File: src/rtl/vag_pkg.sv
package vag_pkg;

  typedef enum logic [1:0] {
    ATTR_NORMAL  = 2'd0,
    ATTR_INVERSE = 2'd1,
    ATTR_FLASH   = 2'd2
  } attr_e;

  // Byte offset of a character cell inside a page with grouped rows.
  function automatic logic [15:0] cell_offset(
    input logic [15:0] row,
    input logic [15:0] col,
    input logic [15:0] group_rows,
    input logic [15:0] row_stride,
    input logic [15:0] cols
  );
    return (row % group_rows) * row_stride + (row / group_rows) * cols + col;
  endfunction

  function automatic attr_e classify_byte(input logic [7:0] b);
    if (b[7])      return ATTR_NORMAL;
    else if (b[6]) return ATTR_FLASH;
    else           return ATTR_INVERSE;
  endfunction

  function automatic logic [3:0] pick_nibble(input logic [7:0] b, input logic upper);
    return upper ? b[7:4] : b[3:0];
  endfunction

endpackage

File: src/rtl/vag_window.sv
module vag_window #(
  parameter int COLS      = 40,
  parameter int RFSH_COLS = 8,
  parameter int VIS_LINES = 192,
  parameter int CW        = 7,
  parameter int LW        = 8
) (
  input  logic          vid_phase_i,
  input  logic [CW-1:0] col_i,
  input  logic [LW-1:0] line_i,
  output logic          fetch_win_o,
  output logic          rfsh_win_o
);
  localparam logic [CW-1:0] COL_END  = CW'(COLS);
  localparam logic [CW-1:0] RFSH_END = CW'(COLS + RFSH_COLS);
  localparam logic [LW-1:0] LINE_END = LW'(VIS_LINES);

  logic line_vis;
  logic col_vis;
  logic col_rfsh;

  always_comb begin
    line_vis    = line_i < LINE_END;
    col_vis     = col_i < COL_END;
    col_rfsh    = !col_vis && (col_i < RFSH_END);
    fetch_win_o = vid_phase_i && line_vis && col_vis;
    rfsh_win_o  = vid_phase_i && line_vis && col_rfsh;
  end
endmodule

File: src/rtl/vag_addr.sv
module vag_addr
  import vag_pkg::*;
#(
  parameter int          CW            = 7,
  parameter int          LW            = 8,
  parameter int          AW            = 16,
  parameter int          COLS          = 40,
  parameter int          GROUP_ROWS    = 8,
  parameter int          ROW_STRIDE    = 128,
  parameter int          LPR_LOG2      = 3,
  parameter logic [15:0] PAGE1_BASE    = 16'h0400,
  parameter logic [15:0] PAGE2_BASE    = 16'h0800
) (
  input  logic          clk,
  input  logic          rst_n,
  input  logic          fetch_win_i,
  input  logic          rfsh_win_i,
  input  logic [CW-1:0] col_i,
  input  logic [LW-1:0] line_i,
  input  logic          page2_i,
  output logic          fetch_o,
  output logic          rfsh_o,
  output logic [AW-1:0] addr_o,
  output logic          nib_upper_o
);
  logic [15:0] text_row;
  logic [15:0] base;
  logic [15:0] next_addr;

  always_comb begin
    text_row  = 16'(line_i >> LPR_LOG2);
    base      = page2_i ? PAGE2_BASE : PAGE1_BASE;
    next_addr = base + cell_offset(text_row, 16'(col_i), 16'(GROUP_ROWS),
                                   16'(ROW_STRIDE), 16'(COLS));
  end

  always_ff @(posedge clk or negedge rst_n) begin
    if (!rst_n) begin
      fetch_o     <= 1'b0;
      rfsh_o      <= 1'b0;
      addr_o      <= '0;
      nib_upper_o <= 1'b0;
    end else begin
      fetch_o <= fetch_win_i;
      rfsh_o  <= rfsh_win_i;
      if (fetch_win_i || rfsh_win_i) begin
        addr_o      <= AW'(next_addr);
        nib_upper_o <= line_i[LPR_LOG2-1];
      end
    end
  end
endmodule

File: src/rtl/vag_decode.sv
module vag_decode
  import vag_pkg::*;
(
  input  logic       clk,
  input  logic       rst_n,
  input  logic       fetch_i,
  input  logic       nib_upper_i,
  input  logic [7:0] rd_data_i,
  output logic       pix_valid_o,
  output logic [1:0] attr_o,
  output logic [5:0] glyph_o,
  output logic [3:0] color_o
);
  logic data_due;
  logic nib_due;

  always_ff @(posedge clk or negedge rst_n) begin
    if (!rst_n) begin
      data_due    <= 1'b0;
      nib_due     <= 1'b0;
      pix_valid_o <= 1'b0;
      attr_o      <= 2'd0;
      glyph_o     <= '0;
      color_o     <= '0;
    end else begin
      data_due    <= fetch_i;
      nib_due     <= nib_upper_i;
      pix_valid_o <= data_due;
      if (data_due) begin
        attr_o  <= classify_byte(rd_data_i);
        glyph_o <= rd_data_i[5:0];
        color_o <= pick_nibble(rd_data_i, nib_due);
      end
    end
  end
endmodule

File: src/rtl/vag_addr_gen.sv
module vag_addr_gen #(
  parameter int          COLS          = 40,
  parameter int          RFSH_COLS     = 8,
  parameter int          TEXT_ROWS     = 24,
  parameter int          LINES_PER_ROW = 8,
  parameter int          GROUP_ROWS    = 8,
  parameter int          PAGE_BYTES    = 1024,
  parameter int          DRAM_ROWS     = 128,
  parameter int          CW            = 7,
  parameter int          LW            = 8,
  parameter int          AW            = 16,
  parameter logic [15:0] PAGE1_BASE    = 16'h0400,
  parameter logic [15:0] PAGE2_BASE    = 16'h0800
) (
  input  logic          clk,
  input  logic          rst_n,
  input  logic          vid_phase_i,
  input  logic [CW-1:0] col_i,
  input  logic [LW-1:0] line_i,
  input  logic          page2_i,
  input  logic [7:0]    rd_data_i,
  output logic          fetch_o,
  output logic          rfsh_o,
  output logic [AW-1:0] addr_o,
  output logic [6:0]    dram_row_o,
  output logic          pix_valid_o,
  output logic [1:0]    attr_o,
  output logic [5:0]    glyph_o,
  output logic [3:0]    color_o
);
  localparam int VIS_LINES  = TEXT_ROWS * LINES_PER_ROW;
  localparam int ROW_STRIDE = PAGE_BYTES / GROUP_ROWS;
  localparam int LPR_LOG2   = $clog2(LINES_PER_ROW);
  localparam int RB         = $clog2(DRAM_ROWS);

  // Internal events named for the checker.
  logic fetch_win;
  logic rfsh_win;
  logic nib_upper;

  vag_window #(
    .COLS(COLS), .RFSH_COLS(RFSH_COLS), .VIS_LINES(VIS_LINES), .CW(CW), .LW(LW)
  ) u_window (
    .vid_phase_i (vid_phase_i),
    .col_i       (col_i),
    .line_i      (line_i),
    .fetch_win_o (fetch_win),
    .rfsh_win_o  (rfsh_win)
  );

  vag_addr #(
    .CW(CW), .LW(LW), .AW(AW), .COLS(COLS), .GROUP_ROWS(GROUP_ROWS),
    .ROW_STRIDE(ROW_STRIDE), .LPR_LOG2(LPR_LOG2),
    .PAGE1_BASE(PAGE1_BASE), .PAGE2_BASE(PAGE2_BASE)
  ) u_addr (
    .clk         (clk),
    .rst_n       (rst_n),
    .fetch_win_i (fetch_win),
    .rfsh_win_i  (rfsh_win),
    .col_i       (col_i),
    .line_i      (line_i),
    .page2_i     (page2_i),
    .fetch_o     (fetch_o),
    .rfsh_o      (rfsh_o),
    .addr_o      (addr_o),
    .nib_upper_o (nib_upper)
  );

  vag_decode u_decode (
    .clk         (clk),
    .rst_n       (rst_n),
    .fetch_i     (fetch_o),
    .nib_upper_i (nib_upper),
    .rd_data_i   (rd_data_i),
    .pix_valid_o (pix_valid_o),
    .attr_o      (attr_o),
    .glyph_o     (glyph_o),
    .color_o     (color_o)
  );

  assign dram_row_o = 7'(addr_o[RB-1:0]);
endmodule

File: config.mk
export PLATFORM = sky130hd
export DESIGN_NAME = vag_addr_gen
export DESIGN_NICKNAME = d
export VERILOG_FILES = /design/src/rtl/vag_pkg.sv /design/src/rtl/vag_window.sv /design/src/rtl/vag_addr.sv /design/src/rtl/vag_decode.sv /design/src/rtl/vag_addr_gen.sv
export SDC_FILE = /design/constraint.sdc
export NUM_CORES = 1
export LEC_CHECK = 0
export ABC_AREA = 1
export CORE_MARGIN = 1
export CORE_UTILIZATION = 47
export CTS_BUF_LIST = sky130_fd_sc_hd__clkbuf_8
export DETAILED_ROUTE_END_ITERATION = 16
export GPL_TIMING_DRIVEN = 0
export PLACE_DENSITY = 0.85
export REMOVE_ABC_BUFFERS = 1
export SLEW_MARGIN = 15
export SYNTH_ARGS = -nofsm -noshare
export SYNTH_HDL_FRONTEND = slang
export SYNTH_SLANG_ARGS = --single-unit
File: constraint.sdc
create_clock -name clk -period 1.66 [get_ports clk]
set_clock_uncertainty 0.05 [all_clocks]
set_input_delay 0.498 -clock clk [delete_from_list [all_inputs] [get_ports clk]]
set_output_delay 0.498 -clock clk [all_outputs]
set_load 0.005 [all_outputs]
==> metrics.csv <==
metric;value;unit
Global Route Usage Sum;0.206;
RSZ-0062 raised after global routing;false;
Reg2Reg Launch Point;u_decode.data_due;
later-pin clock latency in the skew report;0.27;ns
largest net degree at the start of global routing;31;
Mapped Avg Cell Area;8.46;um2
core outline area;3050;um2
power density over cell area;981;nW/um2
register bit total from synthesis;30;
CP Data Arrival Time;1.07;ns
top-count cell post-synth;nand2_1;
vias in the first global route;1208;
post-synth top area cell;dfrtp_1;
global placement routability congestion;0.765;
# fillers;251;
Hold-fix buffers, CTS;0;
CTS tree;done;
initial antenna violation count;0;
DR iter-0 viols;40;
DP Area;2030;um2
maxcap violations;0;
Final Max Slew Viols;0;
CP Max Fanout;1;
CP Data Required Time;1.11;ns
Worst VDD drop;0.000411;V
first-pass GRT wire length;5140;um
outcome;complete, no violations;
DR DRC count;0;
clock tree sinks;30;
Peak Freq;617;MHz
footprint of the multi-input gates;667;um2
Synth warnings;0;
final core occ;0.719;
Pre-Repair DR Iteration Count;4;
Leak Pwr;1.20;nW
I/O pins;65;
most instantiated cells after synthesis;71 x nand2_1, 30 x dfrtp_1, 12 x inv_1;
crit share post-route;0.976;
final worst setup slack;0.0394;ns
Clock transition at path regs;0.06;ns
vias per cell;4.68;
Critical Path Sink Type;primary output;
Post-Syn Instances;178;
Reg2Reg Depth;3;
clk root buf;clkbuf_8;
worst hold-check path type;in -> async;
max_slew headroom;0.575;
CTS Buf Count;5;
DR vias;1333;
wire length per cell;11.1;um
CP startpoint kind;register;
grt ovf;0;
top-area cell type share of the netlist area;0.499;
FP Rows;20;
Port Buffers;58;
Hold Vio Cnt, Final;0;
drt total wl;3160;um
Tot Pwr;2.15;mW
CP top delay family;buffers and inverters;
clock tree buffer depth;2;
Die X;58.6;um
htree depth;2;
CP Class;reg -> out;
Final setup viols;0;
starting density of the core;0.493;
number of instances in the placed design;268;
layout cell share with drive strength beyond 1;0.149;
Seq/Total Area, Yosys;0.499;
Routed Antenna Nets;0;
reg2reg end;u_decode.attr_o[0];
register area;751;um2
full die area;3430;um2
ant diodes;0;
synthesized area;1510;um2
Synth cell types;24;
DP HPWL;2150;um
dpl ws;-0.650;ns
Post-synth ARST share;1.00;
count of flip-flops with a built-in enable after synthesis;0;
Final Critical Period;1.62;ns
crit-path cells;clkdlybuf4s50_1;
nets;273;
worst-margin pin slew;0.638;ns
Reg2Reg Setup Slack;0.34;ns
chip height;58.6;um
design area;2190;um2
Synth area leaders;dfrtp_1 50%, nand2_1 18%, buf_4 5.5%, ha_1 3.3%, o21ai_0 3.3%;
top_reg_cell synth;dfrtp_1;
Slowest-stage cell, CP;clkdlybuf4s50_1;
Final Non-Filler Cells;285;
Synth-to-Final Area Change;45.8;%
Buffers & Inverters on Critical Path;1;
Worst path max stage delay;0.49;ns
## routing by layer
layer / global-route usage / up-vias / share of wire
met2: 0.361 / 55 / 0.49
met4: 0.0918 / 0 / 0.013
met1: 0.232 / 607 / 0.42
li1: - / 665 / -
met3: 0.0593 / 6 / 0.075
met5: 0 / - / 0
## registers in the layout, indices dropped and copies added (netlist names)
name	cells
u_addr.rfsh_o	1
u_decode.attr_o	2
u_addr.addr_o	12
u_decode.pix_valid_o	1
u_addr.fetch_o	1
u_decode.color_o	4
u_decode.nib_due	1
u_decode.glyph_o	6
u_addr.nib_upper_o	1
u_decode.data_due	1
## kinds of logic (layout without fill, tap and decap cells)
| kind of cell | after synthesis | count (layout) | synth area share |
|---|---|---|---|
| xor+xnor | 2 | 2 | 0.0116 |
| compound gates | 17 | 17 | 0.0732 |
| fa+ha+maj | 5 | 5 | 0.0466 |
| simple gates | 95 | 95 | 0.259 |
| flops | 30 | 30 | 0.499 |
| other cells | 1 | 4 | 0.00249 |
| buf+inv | 28 | 88 | 0.109 |
## power breakdown
group | switching [mW] | total (mW) | leakage [nW] | internal, mW
Clock | 0.239 | 0.514 | 0.0466 | 0.275
Sequential | 0.0888 | 0.972 | 0.377 | 0.883
Combinational | 0.287 | 0.667 | 0.780 | 0.380
## worst max-delay path by stage
stage / start / endpoint / depth (start not counted)
after floorplan: col_i[3] / u_addr.addr_o[9] / 6
after global placement: line_i[6] / u_addr.addr_o[9] / 7
after detailed placement: line_i[6] / u_addr.addr_o[11] / 7
after CTS: line_i[6] / u_addr.addr_o[7] / 8
after global routing: u_decode.pix_valid_o / pix_valid_o / 1
final: u_decode.pix_valid_o / pix_valid_o / 1
## metrics by stage
| step | TNS (ns) | hold WS (ns) |
|---|---|---|
| global route | 0 | 0.256 |
| floorplan | -0.0221 | 0.152 |
| global placement | -18.43 | 0.310 |
| detailed placement | -6.35 | 0.313 |
| CTS | 0 | 0.215 |
| finish | 0 | 0.193 |
## layout by cell type, fill, tap and decap left out, drive strengths merged
| cell type | count |
|---|---|
| conb | 4 |
| dfrtp | 30 |
| o21ai | 12 |
| dlymetal6s2s | 1 |
| a21boi | 1 |
| or2 | 2 |
| a21oi | 3 |
| o221ai | 1 |
| nor2 | 8 |
| clkdlybuf4s50 | 18 |
| nand4 | 1 |
| nand2 | 74 |
| buf | 11 |
| nor3 | 2 |
| inv | 15 |
| dlygate4sd2 | 35 |
| xnor2 | 2 |
| clkbuf | 8 |
| ha | 4 |
| fa | 1 |
| nand3 | 8 |
## layout make-up
type | count | share of cell area
flip-flops and latches | 30 | 0.342
clock buffers | 5 | 0.0314
inverters | 13 | 0.0234
repair buffers | 68 | 0.271
multi-input cells | 123 | 0.304
well taps | 44 | 0.0251
clock inverters | 2 | 0.00342
## timing repair
action                                  in CTS  in global routing
cloned                                       0                  0
pin swaps                                    3                  4
gates resized for setup                     48                 10
buffers inserted                            10                  1
endpoints found under the setup margin      45                  7
(Power assumes the default switching activity.)
